===== config.mk =====
export PLATFORM = sky130hd
export DESIGN_NAME = mbx_irq_flags
export DESIGN_NICKNAME = d
export VERILOG_FILES = /design/src/rtl/mbx_pkg.sv /design/src/rtl/mbx_port_decode.sv /design/src/rtl/mbx_flag_cell.sv /design/src/rtl/mbx_irq_flags.sv
export SDC_FILE = /design/constraint.sdc
export NUM_CORES = 1
export LEC_CHECK = 0
export CORE_AREA = 8 8 45 47
export CTS_CLUSTER_SIZE = 12
export DETAILED_ROUTE_END_ITERATION = 7
export DIE_AREA = 0 0 53 55
export MAX_ROUTING_LAYER = met4
export PLACE_DENSITY_LB_ADDON = 0.12
export SETUP_SLACK_MARGIN = 0.02
export SYNTH_ARGS = -nofsm -noshare
export SYNTH_HDL_FRONTEND = slang
export SYNTH_SLANG_ARGS = --single-unit

===== constraint.sdc =====
create_clock -name clk -period 0.8 [get_ports clk]
set_input_delay 0.2 -clock clk [delete_from_list [all_inputs] [get_ports clk]]
set_output_delay 0.2 -clock clk [all_outputs]
set_load 0.05 [all_outputs]

===== src/rtl/mbx_pkg.sv =====
package mbx_pkg;

   // Decoded mailbox activity of one port in one cycle.
   typedef struct packed {
      logic wr_top;   // qualified write to the highest word
      logic wr_nxt;   // qualified write to the second-highest word
      logic rd_top;   // qualified read of the highest word
      logic rd_nxt;   // qualified read of the second-highest word
   } mbx_hits_t;

   localparam int unsigned PORT_L = 0;
   localparam int unsigned PORT_R = 1;
   localparam int unsigned NUM_PORTS = 2;

endpackage


===== src/rtl/mbx_port_decode.sv =====
module mbx_port_decode
   import mbx_pkg::*;
#(
   parameter int unsigned ADDR_W = 12
) (
   input  logic              ce_n,
   input  logic              rw,
   input  logic              oe_n,
   input  logic [ADDR_W-1:0] addr,
   output mbx_hits_t         hits
);

   localparam logic [ADDR_W-1:0] TOP_ADDR = {ADDR_W{1'b1}};
   localparam logic [ADDR_W-1:0] NXT_ADDR = {{(ADDR_W-1){1'b1}}, 1'b0};

   logic is_wr;
   logic is_rd;
   logic at_top;
   logic at_nxt;

   // A write needs only chip enable; a read also needs output enable.
   assign is_wr  = !ce_n && !rw;
   assign is_rd  = !ce_n &&  rw && !oe_n;
   assign at_top = (addr == TOP_ADDR);
   assign at_nxt = (addr == NXT_ADDR);

   always_comb begin
      hits.wr_top = is_wr && at_top;
      hits.wr_nxt = is_wr && at_nxt;
      hits.rd_top = is_rd && at_top;
      hits.rd_nxt = is_rd && at_nxt;
   end

endmodule


===== src/rtl/mbx_flag_cell.sv =====
module mbx_flag_cell (
   input  logic clk,
   input  logic rst_n,
   input  logic set_i,
   input  logic clr_i,
   output logic flag_n_o
);

   // Active-low flag kept directly in its output polarity; set wins.
   always_ff @(posedge clk or negedge rst_n) begin
      if (!rst_n) begin
         flag_n_o <= 1'b1;
      end else if (set_i) begin
         flag_n_o <= 1'b0;
      end else if (clr_i) begin
         flag_n_o <= 1'b1;
      end
   end

endmodule


===== src/rtl/mbx_irq_flags.sv =====
module mbx_irq_flags
   import mbx_pkg::*;
#(
   parameter int unsigned ADDR_W = 12
) (
   input  logic              clk,
   input  logic              rst_n,
   input  logic              l_ce_n,
   input  logic              l_rw,
   input  logic              l_oe_n,
   input  logic [ADDR_W-1:0] l_addr,
   input  logic              r_ce_n,
   input  logic              r_rw,
   input  logic              r_oe_n,
   input  logic [ADDR_W-1:0] r_addr,
   output logic              l_int_n,
   output logic              r_int_n
);

   generate
      if (ADDR_W < 2) begin : g_bad_width
         $error("mbx_irq_flags: ADDR_W must be at least 2");
      end
   endgenerate

   logic [NUM_PORTS-1:0]             ce_n_v;
   logic [NUM_PORTS-1:0]             rw_v;
   logic [NUM_PORTS-1:0]             oe_n_v;
   logic [NUM_PORTS-1:0][ADDR_W-1:0] addr_v;
   mbx_hits_t                        hits_v [NUM_PORTS];
   logic [NUM_PORTS-1:0]             flag_n_v;

   assign ce_n_v = {r_ce_n, l_ce_n};
   assign rw_v   = {r_rw,   l_rw};
   assign oe_n_v = {r_oe_n, l_oe_n};
   assign addr_v = {r_addr, l_addr};

   generate
      for (genvar p = 0; p < NUM_PORTS; p++) begin : g_port
         localparam int unsigned OTHER = NUM_PORTS - 1 - p;
         logic set_w;
         logic clr_w;

         mbx_port_decode #(
            .ADDR_W (ADDR_W)
         ) u_dec (
            .ce_n (ce_n_v[p]),
            .rw   (rw_v[p]),
            .oe_n (oe_n_v[p]),
            .addr (addr_v[p]),
            .hits (hits_v[p])
         );

         if (p == PORT_L) begin : g_left
            // Inbound for the left port: second-highest word.
            assign set_w = hits_v[OTHER].wr_nxt;
            assign clr_w = hits_v[p].rd_nxt;
         end else begin : g_right
            // Inbound for the right port: highest word.
            assign set_w = hits_v[OTHER].wr_top;
            assign clr_w = hits_v[p].rd_top;
         end

         mbx_flag_cell u_flag (
            .clk      (clk),
            .rst_n    (rst_n),
            .set_i    (set_w),
            .clr_i    (clr_w),
            .flag_n_o (flag_n_v[p])
         );
      end
   endgenerate

   assign l_int_n = flag_n_v[PORT_L];
   assign r_int_n = flag_n_v[PORT_R];

endmodule


* Word-level counts from Yosys, hierarchy flattened
Index checks and enable logic that the tools add are counted.
** Cells by class
- Eq/ne operators :: 4
- Mux-type cells :: 4
- Reductions and logical operators :: 18
** Operator list (count)
- $eq A12 B12 Y1 const B :: 4
- $logic_and A1 B1 Y1 :: 10
- $logic_not A1 Y1 :: 6
- $mux W1 :: 4
- $reduce_bool A2 Y1 :: 2
** Word-level totals
- Register bits after elaboration :: 2
- Bits of input ports :: 32
- Output and inout port bits :: 2
- Word-level logic and storage cells :: 28

* Logic depth before layout (Yosys ltp)
Gate-level depths: netlist (run 1).
- Depth in word-level cells :: 6
- Gate-level depth with buffers :: 3
- Gate-level depth less buffers :: 3

* By module
A second synthesis (run 1) with hierarchy kept.
** Second synthesis, totals
- Cells, all modules :: 26
- Area total of the unflattened synthesis :: 240.2 sq um
** Modules (own cells, without submodules)
- mbx_port_decode :: times used 2, cells an instance 11, area each 83.8 sq um, sequential area each 0.0 sq um
- mbx_flag_cell :: times used 2, cells an instance 2, area each 36.3 sq um, sequential area each 26.3 sq um

* Worst setup path before layout (run 1)
OpenSTA, ideal clock, no wires.
- Path type :: reg2reg
- From :: reg, netlist name g_port[1].u_flag.flag_n_o
- To :: reg g_port[1].u_flag.flag_n_o
- Library setup time :: 0.083 ns
- Arrival :: 0.894 ns
- Data required time :: 0.717 ns
- Setup slack :: -0.178 ns
- Cell stages (with the launch flop) :: 3
- Buffers on the path :: 0
- Clock period less this slack :: 0.978 ns
- Path through :: dfstp_2 > a41oi_1 > a41oi_1
** RTL lines
- to (signal assigned) :: RTL line mbx_flag_cell.sv:12 : flag_n_o <= 1'b1;
- to (signal assigned) :: RTL line mbx_flag_cell.sv:14 : flag_n_o <= 1'b0;
- to (signal assigned) :: RTL line mbx_flag_cell.sv:16 : flag_n_o <= 1'b1;
- to (decl) :: RTL line mbx_flag_cell.sv:6 : output logic flag_n_o

* Worst setup path after layout (run 1)
- From :: reg g_port[0].u_flag.flag_n_o
- To :: out l_int_n
** RTL lines
- from (decl) :: RTL line mbx_flag_cell.sv:6
- from (signal assigned) :: RTL line mbx_flag_cell.sv:12
- from (signal assigned) :: RTL line mbx_flag_cell.sv:14
- from (signal assigned) :: RTL line mbx_flag_cell.sv:16
- to (decl) :: RTL line mbx_irq_flags.sv:16 : output logic l_int_n,
No word-level cell between the ends.

==> results of run 1 <==
## worst max-delay path by stage
stage	end	slack (ps)	startpoint
5_1_grt	l_int_n	-320	g_port[0].u_flag.flag_n_o$_DFFE_PN1P_
6_report	l_int_n	-300	g_port[0].u_flag.flag_n_o$_DFFE_PN1P_
3_5_place_dp	g_port[0].u_flag.flag_n_o$_DFFE_PN1P_	-570	r_addr[5]
4_1_cts	l_int_n	-310	g_port[0].u_flag.flag_n_o$_DFFE_PN1P_
3_3_place_gp	g_port[0].u_flag.flag_n_o$_DFFE_PN1P_	-540	r_addr[11]
2_1_floorplan	g_port[1].u_flag.flag_n_o$_DFFE_PN1P_	-160	g_port[1].u_flag.flag_n_o$_DFFE_PN1P_
## final cells by class
| class | instances | area share (%) |
|---|---|---|
| multi-input cells | 14 | 22.1 |
| flip-flops and latches | 2 | 8.14 |
| repair buffers | 40 | 62.6 |
| well taps | 16 | 3.10 |
| clock buffers | 3 | 3.49 |
| inverters | 1 | 0.581 |
## timing repair
action,4_1_cts,5_1_grt
endpoints found under the setup margin,4,4
pin swaps,11,7
resized for setup,22,11
buffers inserted,1,1
## routing by layer
metal | up-vias | wire, um
met5 | - | 0
met1 | 143 | 442
met4 | 0 | 0
met3 | 0 | 81
met2 | 20 | 600
li1 | 163 | -
## synth_stat cells, drive strengths merged
master,n
a41oi,2
and3b,1
and4,2
and4b,2
and4bb,1
dfstp,2
inv,1
nand3,1
nand4,2
nor2,1
nor3b,1
o32a,1
## cells by family (layout without fill, tap and decap cells)
| family | count (synthesis) | in the layout | share of synthesized area, % |
|---|---|---|---|
| simple gates | 11 | 11 | 51.1 |
| compound gates | 3 | 3 | 16.1 |
| flops | 2 | 2 | 30.7 |
| buf+inv | 1 | 44 | 2.19 |
## metrics by stage
stage               total power [mW]  util [%]  instance area [um2]  cells  TNS (ps)
floorplan                      0.119         -                  179     17      -401
global placement               0.283      42.4                  587     71     -1200
detailed placement             0.290      42.4                  587     71     -1240
CTS                            0.488      43.9                  608     75     -1040
global route                   0.498      46.7                  646     76     -1020
finish                         0.469      46.7                  646     76      -925
## where the power goes
part | total, mW | switching, mW | internal [mW] | leakage, nW
Clock | 0.215 | 0.0500 | 0.165 | 0.0138
Combinational | 0.151 | 0.0374 | 0.113 | 0.337
Sequential | 0.103 | 0.000236 | 0.103 | 0.0206
## layout by cell type (no fill, tap or decap), types with 2 or more instances in the layout
master                            instances
sky130_fd_sc_hd__buf_12                   2
sky130_fd_sc_hd__dlymetal6s2s_1          10
sky130_fd_sc_hd__a41oi_2                  2
sky130_fd_sc_hd__and4_1                   2
sky130_fd_sc_hd__buf_4                    7
sky130_fd_sc_hd__dfstp_2                  2
sky130_fd_sc_hd__clkbuf_4                 3
sky130_fd_sc_hd__dlygate4sd2_1           19
sky130_fd_sc_hd__and4b_1                  2
sky130_fd_sc_hd__nand4_1                  2
sky130_fd_sc_hd__clkdlybuf4s50_1          2
==> reports/qor.txt, run 1 <==
Worst VDD drop = 0.581 mV
Starting utilization of the core area = 12.4%
Start point of the worst min-delay path = l_rw
Largest register by flop count = g_port.u_flag.flag_n_o
Worst reg2reg startpoint = g_port[1].u_flag.flag_n_o$_DFFE_PN1P_
Hold Path End = g_port[1].u_flag.flag_n_o$_DFFE_PN1P_
Average cell area after synthesis = 10.1 um2
Routability-driven placement congestion ratio = 0.723
Global-route wire length before repair = 1700 um
Largest net degree at the start of global routing = 3
Buffers added on ports = 33
Die Span X = 53 um
Met2 demand-to-capacity share in global routing = 13.9%
Total inserted antenna cells = 0
Overall die height = 55 um
Number of flip-flops and latches in the synthesized netlist = 2
Slew of the pin with the lowest slew margin = 189 ps
Distinct cells, synth = 12
Pre-Repair DR Iteration Count = 1
Number of DRC markers after the initial detailed-route iteration = 0
Maximum cell stage delay along the critical path = 540 ps
Aggregate global routing overflow = 0
Synth area leaders = sky130_fd_sc_hd__dfstp_2 (31%), sky130_fd_sc_hd__and4b_1 (12%), sky130_fd_sc_hd__a41oi_1 (10%)
WP depth = 1
Clk buf depth = 2
Hold path depth = 3
Synthesized netlist cell count = 17
Required time at the worst-slack endpoint = 600 ps
Largest area contributor in the netlist = sky130_fd_sc_hd__dfstp_2
Max Fclk = 912 MHz
Critical path startpoint category = register
# fillers = 146
Max reg flops = 2
Antenna violations before repair = 0
Number of H-tree levels = 1
Die area = 2920 um2
CTS sink count = 2
Setup slack of the most critical reg-to-reg path = -140 ps
Number of global-route vias before repair = 375
Clock tree from TritonCTS = done
Min setup slack post-route = -297 ps
Crit path buf inv count = 1
Total Routing Usage GR = 7.87%
Proportion of synthesized chip area in sequential cells = 30.7%
Flip-flop and latch area = 52.6 um2
Worst Reg-to-Reg Cells = 3
TritonCTS buffer count = 3
Max stage delay cell, worst path = sky130_fd_sc_hd__dfstp_2
Maximum capacitance violations = 0
Static Leakage = 0.372 nW
Worst hold margin = 290 ps
Layer with the highest usage = met2
Synth top area share = 30.7%
Post-synthesis net count = 49
HPWL reported at the end of detailed placement = 994 um
Number of pins exceeding their max-slew limit in the final report = 0
DRC violations left = 0
P&R area growth vs syn = 277%
Final nets = 94
Setup repair after global routing missed its margin = yes
Largest registers = g_port.u_flag.flag_n_o: 2 flops
Area used by multi-input combinational logic = 143 um2
DR vias = 326
Post-layout minimum cycle time = 1100 ps
Site row count = 14
Wire length reported by the detailed router = 1130 um
Worst setup skew after layout = 0 ps
Number of warnings printed during yosys synthesis = 0
Clock latency of the later-clocked register in the worst-skew pair = 220 ps
Hold-fix buffer count after cts = 0
Total power divided by cell area = 726 nW/um2
Synthesized area = 171 um2
Violations in the final reports = negative setup slack
Maximum fanout count along the critical path = 2
Buffer cell driving the clock tree root = sky130_fd_sc_hd__clkbuf_4
Pre-CTS setup slack = -565 ps
Data arrival time of the critical path = 900 ps
Outcome = finished with violations
Routed Antenna Nets = 0
Post-detailed-route via-to-cell ratio = 4.29
Final number of hold-violating endpoints = 0
Io pins = 34
Critical Setup Path Class = reg -> out
HP Class = in -> reg
Fraction of met1 tracks used by global routing = 8.48%
Fraction of layout instances using a drive strength above 1 = 30.0%
Met3 capacity usage during global routing = 1.87%
Worst Setup End Kind = primary output
Destination of the worst register-to-register timing path = g_port[1].u_flag.flag_n_o$_DFFE_PN1P_
Clock Pin Slew Worst Setup and Hold Paths = 30 ps
Floorplan core area = 1380 um2
Finish-stage setup viols = 4
Worst path cell trace = buf_12
Final cycle utilization of the critical path = 137%
Max transition margin = 87.4%
Gate family responsible for the most delay along the worst path = flip-flops
Routed wire per std cell = 14.8 um
No activity file was read; power rests on OpenSTA's default activity.
==> inputs of run 2 (changes only) <==
- PLACE_DENSITY_LB_ADDON: 0.12 -> unset
==> reports/qor.txt, run 2 (same netlist as run 1, synthesis figures left out) <==
Outcome = finished with violations
Number of global-route vias before repair = 394 (+5.1%)
Part of the total power dissipated in sequential elements = 22.4% (+0.4 points)
Total power consumption of the routed design = 0.460 mW (-1.9%)
Psw = 0.0962 mW (+9.7%)
Setup tns final = -835 ps (+90.1 ps)
Required time at the worst-slack endpoint = 600 ps (about the same)
Finish-stage setup viols = 3 (-1)
Buffers added on ports = 33 (unchanged)
Met3 capacity usage during global routing = 3.74% (+1.9 points)
Aggregate global routing overflow = 0 (unchanged)
TritonCTS buffer count = 3 (unchanged)
Fraction of met1 tracks used by global routing = 8.05% (-0.43 points)
Largest register by flop count = g_port.u_flag.flag_n_o
Worst Reg-to-Reg Cells = 4 (+1)
Total inserted antenna cells = 0 (unchanged)
Largest registers = g_port.u_flag.flag_n_o: 2 flops
Final nets = 94 (unchanged)
Routed Antenna Nets = 0 (unchanged)
Violations in the final reports = negative setup slack
Maximum cell stage delay along the critical path = 540 ps (about the same)
Worst setup skew after layout = 0 ps (unchanged)
Worst VDD drop = 0.501 mV (-14%)
Site row count = 14 (unchanged)
Clock Power Share = 49.7% (+3.9 points)
Critical Setup Path Class = reg -> out
Clock latency of the later-clocked register in the worst-skew pair = 230 ps (about the same)
Number of pins exceeding their max-slew limit in the final report = 0 (unchanged)
Setup repair after global routing missed its margin = yes
Final cycle utilization of the critical path = 139% (+1.5 points)
Buffer cell driving the clock tree root = sky130_fd_sc_hd__clkbuf_4
Power share of the combinational group = 27.9% (-4.3 points)
DR vias = 341 (+4.6%)
Pre-Repair DR Iteration Count = 1 (unchanged)
Static Leakage = 0.276 nW (-26%)
Max transition margin = 88.9% (+1.4 points)
Post-layout minimum cycle time = 1110 ps (+11.6 ps)
Die area = 2920 um2 (unchanged)
Most common library cell in the layout ignoring fill and taps = sky130_fd_sc_hd__buf_2
Overall die height = 55 um (unchanged)
Startpoint of the worst setup timing path = g_port[0].u_flag.flag_n_o$_DFFE_PN1P_
Most used cells in the layout excluding fill and tap cells = sky130_fd_sc_hd__buf_2 (11), sky130_fd_sc_hd__dlygate4sd2_1 (10), sky130_fd_sc_hd__clkdlybuf4s15_1 (6), sky130_fd_sc_hd__buf_4 (6), sky130_fd_sc_hd__clkbuf_4 (3)
Global-route wire length before repair = 1630 um (-4.5%)
DRC violations left = 0 (unchanged)
Post-Layout Cell Count = 76 (unchanged)
Layer with the highest usage = met2
Met2 demand-to-capacity share in global routing = 11.5% (-2.3 points)
Final number of hold-violating endpoints = 0 (unchanged)
Antenna violations before repair = 0 (unchanged)
Switching power share of the total = 20.9% (+2.2 points)
Layout Cell Area excl Fill = 564 um2 (-13%)
Internal Dissipation = 0.364 mW (-4.5%)
Clock tree from TritonCTS = done
HP Class = in -> reg
Io pins = 34 (unchanged)
Min setup slack post-route = -308 ps (-11.6 ps)
Clk buf depth = 2 (unchanged)
Number of placed cells counting well taps = 69 (-2.8%)
CTS sink count = 2 (unchanged)
Flip-flop and latch area = 52.6 um2 (unchanged)
Maximum fanout count along the critical path = 2 (unchanged)
Number of H-tree levels = 1 (unchanged)
Total Routing Usage GR = 7.94% (+0.065 points)
Worst path cell trace = buf_12
Slew of the pin with the lowest slew margin = 167 ps (-21.5 ps)
Post-placement cell area = 572 um2 (-2.6%)
Post-route core utilization = 40.8% (-5.9 points)
Floorplan core area = 1380 um2 (unchanged)
Fraction of layout instances using a drive strength above 1 = 51.7% (+22 points)
Worst hold margin = 307 ps (+16.8 ps)
WP depth = 1 (unchanged)
Max Fclk = 902 MHz (-1.1%)
Gate family responsible for the most delay along the worst path = flip-flops
Total power divided by cell area = 815 nW/um2 (+12%)
Crit path buf inv count = 1 (unchanged)
Critical path startpoint category = register
Hold-fix buffer count after cts = 0 (unchanged)
Post-detailed-route via-to-cell ratio = 4.49 (+4.6%)
Critical path destination = l_int_n
Maximum capacitance violations = 0 (unchanged)
Routability-driven placement congestion ratio = 0.622 (-14%)
Die Span X = 53 um (unchanged)
Pre-CTS setup slack = -547 ps (+17.9 ps)
Starting utilization of the core area = 12.4% (unchanged)
Routed wire per std cell = 13.1 um (-12%)
Destination of the worst register-to-register timing path = g_port[1].u_flag.flag_n_o$_DFFE_PN1P_
Area used by multi-input combinational logic = 135 um2 (-5.3%)
P&R area growth vs syn = 229%
Worst Setup End Kind = primary output
Max reg flops = 2 (unchanged)
Max stage delay cell, worst path = sky130_fd_sc_hd__dfstp_2
Data arrival time of the critical path = 910 ps (about the same)
Wire length reported by the detailed router = 993 um (-12%)
Setup slack of the most critical reg-to-reg path = -220 ps (-80 ps)
Worst reg2reg startpoint = g_port[1].u_flag.flag_n_o$_DFFE_PN1P_
Number of DRC markers after the initial detailed-route iteration = 0 (unchanged)
Largest net degree at the start of global routing = 3 (unchanged)
# fillers = 152 (+4.1%)
Clock Pin Slew Worst Setup and Hold Paths = 30 ps (about the same)
## run 2: final cells by class
class                   count  share of cell area [%]
flip-flops and latches      2                    9.31
clock buffers               3                    3.99
multi-input cells          14                    23.9
inverters                   1                   0.665
well taps                  16                    3.55
repair buffers             40                    58.5
## run 2: metal layers
metal / share of wire, % / up-vias
met5: 0 / -
met4: 2.6 / 0
li1: - / 162
met1: 44 / 149
met3: 11 / 2
met2: 43 / 28
## run 2: what timing repair did
item                                    in CTS  in global routing
endpoints found under the setup margin       4                  4
pin swaps                                   10                  7
resized for setup                           60                  8
buffers inserted                             2                  3
## run 2: worst min-delay path by stage
| stage | slack [ps] | depth (start not counted) | to | from |
|---|---|---|---|---|
| floorplan | 50 | 0 | g_port[0].u_flag.flag_n_o$_DFFE_PN1P_ | rst_n |
| global placement | 530 | 1 | g_port[0].u_flag.flag_n_o$_DFFE_PN1P_ | g_port[0].u_flag.flag_n_o$_DFFE_PN1P_ |
| detailed placement | 530 | 1 | g_port[0].u_flag.flag_n_o$_DFFE_PN1P_ | g_port[0].u_flag.flag_n_o$_DFFE_PN1P_ |
| CTS | 320 | 2 | g_port[1].u_flag.flag_n_o$_DFFE_PN1P_ | l_addr[0] |
| global route | 320 | 2 | g_port[1].u_flag.flag_n_o$_DFFE_PN1P_ | l_addr[0] |
| finish | 310 | 3 | g_port[1].u_flag.flag_n_o$_DFFE_PN1P_ | l_rw |
## run 2: worst reg2reg max path, stage by stage (launching register included)
cell and delay [ps]:
sky130_fd_sc_hd__dfstp_2 540, sky130_fd_sc_hd__buf_4 110, sky130_fd_sc_hd__buf_6 90, sky130_fd_sc_hd__a41oi_2 30, sky130_fd_sc_hd__a41oi_2 170
## run 2: power groups by stage
stage / Sequential (mW) / Combinational (mW) / Clock [mW]
after floorplan: 0.105 / 0.0145 / 0
after global placement: 0.104 / 0.176 / 0
after detailed placement: 0.104 / 0.179 / 0
after CTS: 0.103 / 0.127 / 0.240
after global routing: 0.103 / 0.141 / 0.262
final: 0.103 / 0.128 / 0.229
